**config.mk**
```make
export PLATFORM = sky130hd
export DESIGN_NAME = swo_order_recorder
export DESIGN_NICKNAME = d
export VERILOG_FILES = /design/src/rtl/swo_pkg.sv /design/src/rtl/swo_sync_filter.sv /design/src/rtl/swo_event_detect.sv /design/src/rtl/swo_record.sv /design/src/rtl/swo_order_recorder.sv
export SDC_FILE = /design/constraint.sdc
export NUM_CORES = 1
export LEC_CHECK = 0
export BUFFER_PORTS_ARGS = -buffer_cell sky130_fd_sc_hd__buf_2
export CORE_MARGIN = 2
export CORE_UTILIZATION = 55
export CTS_CLUSTER_SIZE = 10
export DETAILED_ROUTE_END_ITERATION = 8
export HOLD_SLACK_MARGIN = 0.05
export PLACE_DENSITY = 0.72
export SETUP_SLACK_MARGIN = 0.4
export SYNTH_ARGS = -nofsm -noshare
export SYNTH_HDL_FRONTEND = slang
export SYNTH_HIERARCHICAL = 1
export SYNTH_SLANG_ARGS = --single-unit
```
**constraint.sdc**
```tcl
create_clock -name clk -period 6.9 [get_ports clk]
set_clock_uncertainty 0.1 [all_clocks]
set_input_delay 0.69 -clock clk [delete_from_list [all_inputs] [get_ports clk]]
set_output_delay 0.69 -clock clk [all_outputs]
set_load 0.005 [all_outputs]
```
**src/rtl/swo_pkg.sv**
```systemverilog
package swo_pkg;

    localparam int unsigned SW_LIMIT = 32;

    typedef logic [SW_LIMIT-1:0] sw_word_t;

    typedef enum logic [1:0] {
        REC_HOLD    = 2'd0,
        REC_APPEND  = 2'd1,
        REC_RESTART = 2'd2
    } rec_op_e;

    function automatic int unsigned lowest_set(input sw_word_t v);
        int unsigned r;
        r = 0;
        for (int i = SW_LIMIT - 1; i >= 0; i--) begin
            if (v[i]) r = i;
        end
        return r;
    endfunction

    function automatic logic several_set(input sw_word_t v);
        return (v & (v - 1)) != '0;
    endfunction

endpackage

```
**src/rtl/swo_sync_filter.sv**
```systemverilog
module swo_sync_filter #(
    parameter int unsigned N_SW            = 5,
    parameter int unsigned SYNC_STAGES     = 2,
    parameter int unsigned DEBOUNCE_CYCLES = 8
) (
    input  logic            clk,
    input  logic            rst,
    input  logic [N_SW-1:0] raw,
    output logic [N_SW-1:0] clean
);
    localparam int unsigned DBW = $clog2(DEBOUNCE_CYCLES + 1);

    for (genvar g = 0; g < N_SW; g++) begin : g_sw
        logic [SYNC_STAGES-1:0] shreg;
        logic [DBW-1:0]         stable_cnt;
        logic                   level;

        always_ff @(posedge clk) begin
            if (rst) shreg <= '0;
            else     shreg <= {shreg[SYNC_STAGES-2:0], raw[g]};
        end

        always_ff @(posedge clk) begin
            if (rst) begin
                stable_cnt <= '0;
                level      <= 1'b0;
            end else if (shreg[SYNC_STAGES-1] == level) begin
                stable_cnt <= '0;
            end else if (stable_cnt == DBW'(DEBOUNCE_CYCLES - 1)) begin
                level      <= shreg[SYNC_STAGES-1];
                stable_cnt <= '0;
            end else begin
                stable_cnt <= stable_cnt + 1'b1;
            end
        end

        assign clean[g] = level;
    end

endmodule

```
**src/rtl/swo_event_detect.sv**
```systemverilog
module swo_event_detect #(
    parameter int unsigned N_SW = 5
) (
    input  logic            clk,
    input  logic            rst,
    input  logic            restart,
    input  logic [N_SW-1:0] clean,
    output logic [N_SW-1:0] new_ev,
    output logic [N_SW-1:0] logged
);
    logic [N_SW-1:0] prev;
    logic [N_SW-1:0] rise;

    always_ff @(posedge clk) begin
        if (rst) prev <= '0;
        else     prev <= clean;
    end

    assign rise   = (clean ^ prev) & clean;
    assign new_ev = rise & ~logged;

    always_ff @(posedge clk) begin
        if (rst || restart) logged <= '0;
        else                logged <= logged | new_ev;
    end

endmodule

```
**src/rtl/swo_record.sv**
```systemverilog
module swo_record
    import swo_pkg::*;
#(
    parameter int unsigned N_SW = 5,
    localparam int unsigned IW  = (N_SW > 1) ? $clog2(N_SW) : 1,
    localparam int unsigned CW  = $clog2(N_SW + 1)
) (
    input  logic            clk,
    input  logic            rst,
    input  rec_op_e         op,
    input  logic [N_SW-1:0] wr_mask,
    input  logic [IW-1:0]   rd_idx,
    output logic [N_SW-1:0] rd_mask,
    output logic [IW-1:0]   rd_first,
    output logic            rd_multi,
    output logic [CW-1:0]   rd_seq,
    output logic [CW-1:0]   count
);
    typedef struct packed {
        logic [CW-1:0]   seq;
        logic [N_SW-1:0] mask;
        logic [IW-1:0]   first;
        logic            multi;
    } entry_t;

    entry_t slot [N_SW];
    entry_t wr_entry;
    entry_t rd_entry;

    always_comb begin
        wr_entry.seq   = count + 1'b1;
        wr_entry.mask  = wr_mask;
        wr_entry.first = IW'(lowest_set(sw_word_t'(wr_mask)));
        wr_entry.multi = several_set(sw_word_t'(wr_mask));
    end

    for (genvar i = 0; i < N_SW; i++) begin : g_slot
        always_ff @(posedge clk) begin
            if (rst || op == REC_RESTART)
                slot[i] <= '0;
            else if (op == REC_APPEND && count == CW'(i))
                slot[i] <= wr_entry;
        end
    end

    always_ff @(posedge clk) begin
        if (rst || op == REC_RESTART) count <= '0;
        else if (op == REC_APPEND)    count <= count + 1'b1;
    end

    always_comb begin
        if (int'(rd_idx) < N_SW) rd_entry = slot[rd_idx];
        else                     rd_entry = '0;
    end

    assign rd_mask  = rd_entry.mask;
    assign rd_first = rd_entry.first;
    assign rd_multi = rd_entry.multi;
    assign rd_seq   = rd_entry.seq;

endmodule

```
**src/rtl/swo_order_recorder.sv**
```systemverilog
module swo_order_recorder
    import swo_pkg::*;
#(
    parameter int unsigned N_SW            = 5,
    parameter int unsigned SYNC_STAGES     = 2,
    parameter int unsigned DEBOUNCE_CYCLES = 8,
    localparam int unsigned IW = (N_SW > 1) ? $clog2(N_SW) : 1,
    localparam int unsigned CW = $clog2(N_SW + 1)
) (
    input  logic            clk,
    input  logic            rst,
    input  logic [N_SW-1:0] sw_raw,
    input  logic [IW-1:0]   rd_idx,
    output logic [N_SW-1:0] rd_mask,
    output logic [IW-1:0]   rd_first,
    output logic            rd_multi,
    output logic [CW-1:0]   rd_seq,
    output logic [CW-1:0]   count,
    output logic            done
);
    logic [N_SW-1:0] clean;
    logic [N_SW-1:0] new_ev;
    logic [N_SW-1:0] logged;
    logic            restart;
    rec_op_e         op;

    swo_sync_filter #(
        .N_SW            (N_SW),
        .SYNC_STAGES     (SYNC_STAGES),
        .DEBOUNCE_CYCLES (DEBOUNCE_CYCLES)
    ) u_filter (
        .clk   (clk),
        .rst   (rst),
        .raw   (sw_raw),
        .clean (clean)
    );

    assign restart = (clean == '0) && (logged != '0);

    swo_event_detect #(.N_SW(N_SW)) u_detect (
        .clk     (clk),
        .rst     (rst),
        .restart (restart),
        .clean   (clean),
        .new_ev  (new_ev),
        .logged  (logged)
    );

    always_comb begin
        if (restart)            op = REC_RESTART;
        else if (new_ev != '0)  op = REC_APPEND;
        else                    op = REC_HOLD;
    end

    swo_record #(.N_SW(N_SW)) u_record (
        .clk      (clk),
        .rst      (rst),
        .op       (op),
        .wr_mask  (new_ev),
        .rd_idx   (rd_idx),
        .rd_mask  (rd_mask),
        .rd_first (rd_first),
        .rd_multi (rd_multi),
        .rd_seq   (rd_seq),
        .count    (count)
    );

    assign done = (logged == {N_SW{1'b1}});

endmodule

```
==> flow_summary_export.csv <==
group,metric,value,unit
floorplan,die_y,96.9,um
floorplan,die_area,0.00939,mm2
global_routing,grt_pass1_vias,2985,
clock_tree,ctsResizeCount,0,
pwr,p_seq_share,60.5,%
clock_tree,holdBufCountCts,0,
setup_path,cp_num_buf_inv,0,
layout,fill_cells,698,
setup_path,cpPeakStageDelay,0.67,ns
setup_path,worstPathArrival,3.33,ns
synth,syn_area,0.00475,mm2
timing,setup_violations,0,
global_routing,gr-total-overflow,0,
job,cap_violations,0,
setup_path,cp_slowest_cell,"nor2b_1",
synth,synth-edff-count,60,
routing,dr.pass1.iters,4,
min_path,hold_class,"reg -> reg",
synth,synth_area_leaders,"edfxtp_1, dfxtp_1, mux2i_1",
setup_path,crit_top_cell,"nor2b_1",
timing,worst_pin_slew,0.883,ns
pwr,pwr-share-comb,4.9,%
routing,num_vias,2927,
setup_path,setup.worst_path.end_class,"flip-flop",
floorplan,start_util,57.2,%
synth,synth_ff_type,"edfxtp_1",
synth,ys_ff_latch,108,
timing,fmax,311,MHz
setup_path,cp_max_fo,14,
clock_tree,cts.path.max_buffers,2,
routing,routedWlPerCell,16.5,um
floorplan,core_area,0.00830,mm2
layout,num_antenna_cells,0,
timing,min_period,3.21,ns
pwr,p_per_area,226,mW/mm2
timing,finalSetupTns,0,ns
routing,antenna_left,0,
global_routing,track_usage,19.8,%
outcome,status,"complete, no violations",
routing,drt_iter0_markers,189,
timing,hold_violations,0,
synth,synth_top_area_share,37.9,%
layout,area_growth,7.40,%
placement,routabilityCongestion,0.857,
synth,synth.yosys.seq_area_share,58.2,%
pwr,switching_share,20.7,%
setup_path,cp-start-kind,"flip-flop",
setup_path,r2r_cells,7,
setup_path,path_cells,"nor2b_1 -> nor2b_1 -> nor3_1 -> a21oi_1 -> nor4b_4 -> nand2_1 -> nor2_1",
clock_tree,cts_buffers,9,
setup_path,reg2reg_to,"u_record/slot[2][3]",
routing,viasPerCell,5.52,
min_path,min_path_cells,1,
setup_path,reg2reg_from,"u_filter/g_sw[3].level",
floorplan,fp.dieW,96.9,um
synth,synth_nets,426,
global_routing,grt_first_pass_wirelength,14600,um
pwr,power.internal,0.000913,W
clock_tree,worstSkewPairLatency,0.36,ns
min_path,holdPathEnd,"u_filter/g_sw[1].shreg[1]",
layout,drive_gt1_share,11.1,%
floorplan,pin_count,26,
synth,yosysWarningCount,6,
timing,min_period_over_period,46.6,%
floorplan,fp-row-count,33,
clock_tree,cts.sinks,108,
synth,ys_types,44,
clock_tree,tritoncts,"built",
placement,pre_cts_slack,3.74,ns
pwr,p_sw,0.000238,W
pwr,clockPowerShare,34.6,%
placement,dp_hpwl,6070,um
synth,ys_async_sr_fraction,0,%
clock_tree,path_clk_slew,0.09,ns
setup_path,reg2reg_slack,3.69,ns
clock_tree,htreeDepth,3,
timing,slew_headroom,41.0,%
synth,synth_area_per_cell,11.7,um2
layout,fin_nets,440,
clock_tree,postCtsSetupBuffers,0,
setup_path,path_class,"reg -> reg",
clock_tree,root_buffer,"clkbuf_8",
placement,portBuffers,25,
synth,synth_cells,406,
routing,wl,8730,um
timing,rsz0062_at_grt,"no",
setup_path,crit_required,7.02,ns
timing,fin_ws,3.69,ns
min_path,min_from,"u_filter/g_sw[1].shreg[0]",
setup_path,critPathTopFamily,"simple AND/OR/NAND/NOR gates",
routing,drc,0,
timing,slew_violations,0,
pwr,p_leak,2.09,nW
synth,synth_top_cell_by_area,"edfxtp_1",
global_routing,grt_max_degree,39,
global_routing,antenna_found_initial,0,
pwr,vdd.ir_drop.worst,0.156,mV
==> cell type report <==
type	count	area, um2	share of cell area (%)
Timing Repair Buffer	25	125	2.45
Multi-Input combinational cell	266	1830	35.9
Clock inverter	4	45.0	0.883
Clock buffer	12	166	3.26
Sequential cell	108	2760	54.2
Inverter	10	37.5	0.736
Tap cell	105	131	2.58
==> how the worst max path moves through the flow <==
stage	from	to	cells after the start	slack (ns)
final	u_filter/g_sw[3].level	u_record/slot[2][3]	7	3.69
after global routing	u_filter/g_sw[3].level	u_record/slot[1][11]	7	3.38
after detailed placement	rd_idx[0]	rd_mask[3]	5	3.74
after global placement	rd_idx[0]	rd_mask[2]	5	3.74
after floorplan	u_filter/g_sw[1].level	u_record/slot[3][0]	7	4.38
after CTS	u_filter/g_sw[3].level	u_record/slot[2][3]	7	3.74
==> cell usage in the layout (no fill, tap or decap), types with 2 or more instances in the layout <==
cell and instances:
nand3_1 6, o21a_1 17, buf_2 25, ha_1 10, nor3_1 3, edfxtp_1 60, o21ai_0 13, and3_1 12
xnor2_1 3, and3b_1 5, mux2i_1 29, a21o_1 5, inv_1 10, nand3b_1 10, xor2_1 13, nand2_1 4
a21oi_1 2, nor2_1 58, or3_1 2, o2bb2ai_1 12, nor2b_1 28, dfxtp_1 48, and2_1 18, clkbuf_8 10
==> layer usage <==
| layer | track usage, % | share of wire, % |
|---|---|---|
| met2 | 34.2 | 51 |
| met1 | 23.8 | 41 |
| met3 | 4.19 | 4.4 |
| met4 | 8.67 | 3.0 |
| met5 | 0 | 0 |
==> power by group through the flow <==
stage / sequential [W] / combinational, W / clock [W]
detailed placement: 0.000712 / 0.0000567 / 0
finish: 0.000697 / 0.0000561 / 0.000398
global placement: 0.000711 / 0.0000556 / 0
CTS: 0.000697 / 0.0000570 / 0.000408
global route: 0.000699 / 0.0000626 / 0.000433
floorplan: 0.000710 / 0.0000385 / 0
==> cell usage after synthesis (2+ instances only) <==
cell type / count
nand2_1: 4
nand3b_1: 10
nand3_1: 6
o21a_1: 17
inv_1: 9
o2bb2ai_1: 12
xor2_1: 13
clkbuf_1: 6
a21o_1: 5
xnor2_1: 3
and3b_1: 5
a21oi_1: 2
nor2b_1: 28
ha_1: 10
and3_1: 12
nor3_1: 3
buf_2: 8
edfxtp_1: 60
or3_1: 2
and2_1: 18
o21ai_0: 13
dfxtp_1: 48
mux2i_1: 29
nor2_1: 58
buf_4: 6
==> sequential cells by signal (all words and copies together) (netlist names) <==
signal / flops
u_detect/logged: 5
u_filter/g_sw.stable_cnt: 20
u_filter/g_sw.shreg: 10
u_detect/prev: 5
u_record/count: 3
u_filter/g_sw.level: 5
u_record/slot: 60
==> logic make-up after synthesis <==
logic type               Yosys count  synth area share [%]
AO/OA/AOI/OAI                     56                  8.72
flip-flops                       108                  58.2
adder cells (fa/ha/maj)           11                  2.87
buffers and inverters             32                  3.24
AND/OR/NAND/NOR                  154                  17.9
XOR/XNOR                          16                  2.95
multiplexers                      29                  6.11
==> through the flow <==
step	instance area, um2	power [W]	instances	util, %	hold slack (ns)
global placement	4890	0.000767	514	58.9	0.321
finish	5100	0.00115	530	61.5	0.340
CTS	5100	0.00116	530	61.5	0.345
detailed placement	4890	0.000769	514	58.9	0.324
floorplan	4750	0.000749	406	-	0.314
global route	5100	0.00119	530	61.5	0.364
==> worst register-to-register path, stage by stage, from the launching register on <==
cell	delay, ns
dfxtp_1	0.41
nor2b_1	0.21
nor2b_1	0.67
nor3_1	0.09
a21oi_1	0.42
nor4b_4	0.64
nand2_1	0.35
nor2_1	0.18
No activity file was read; power rests on OpenSTA's default activity.
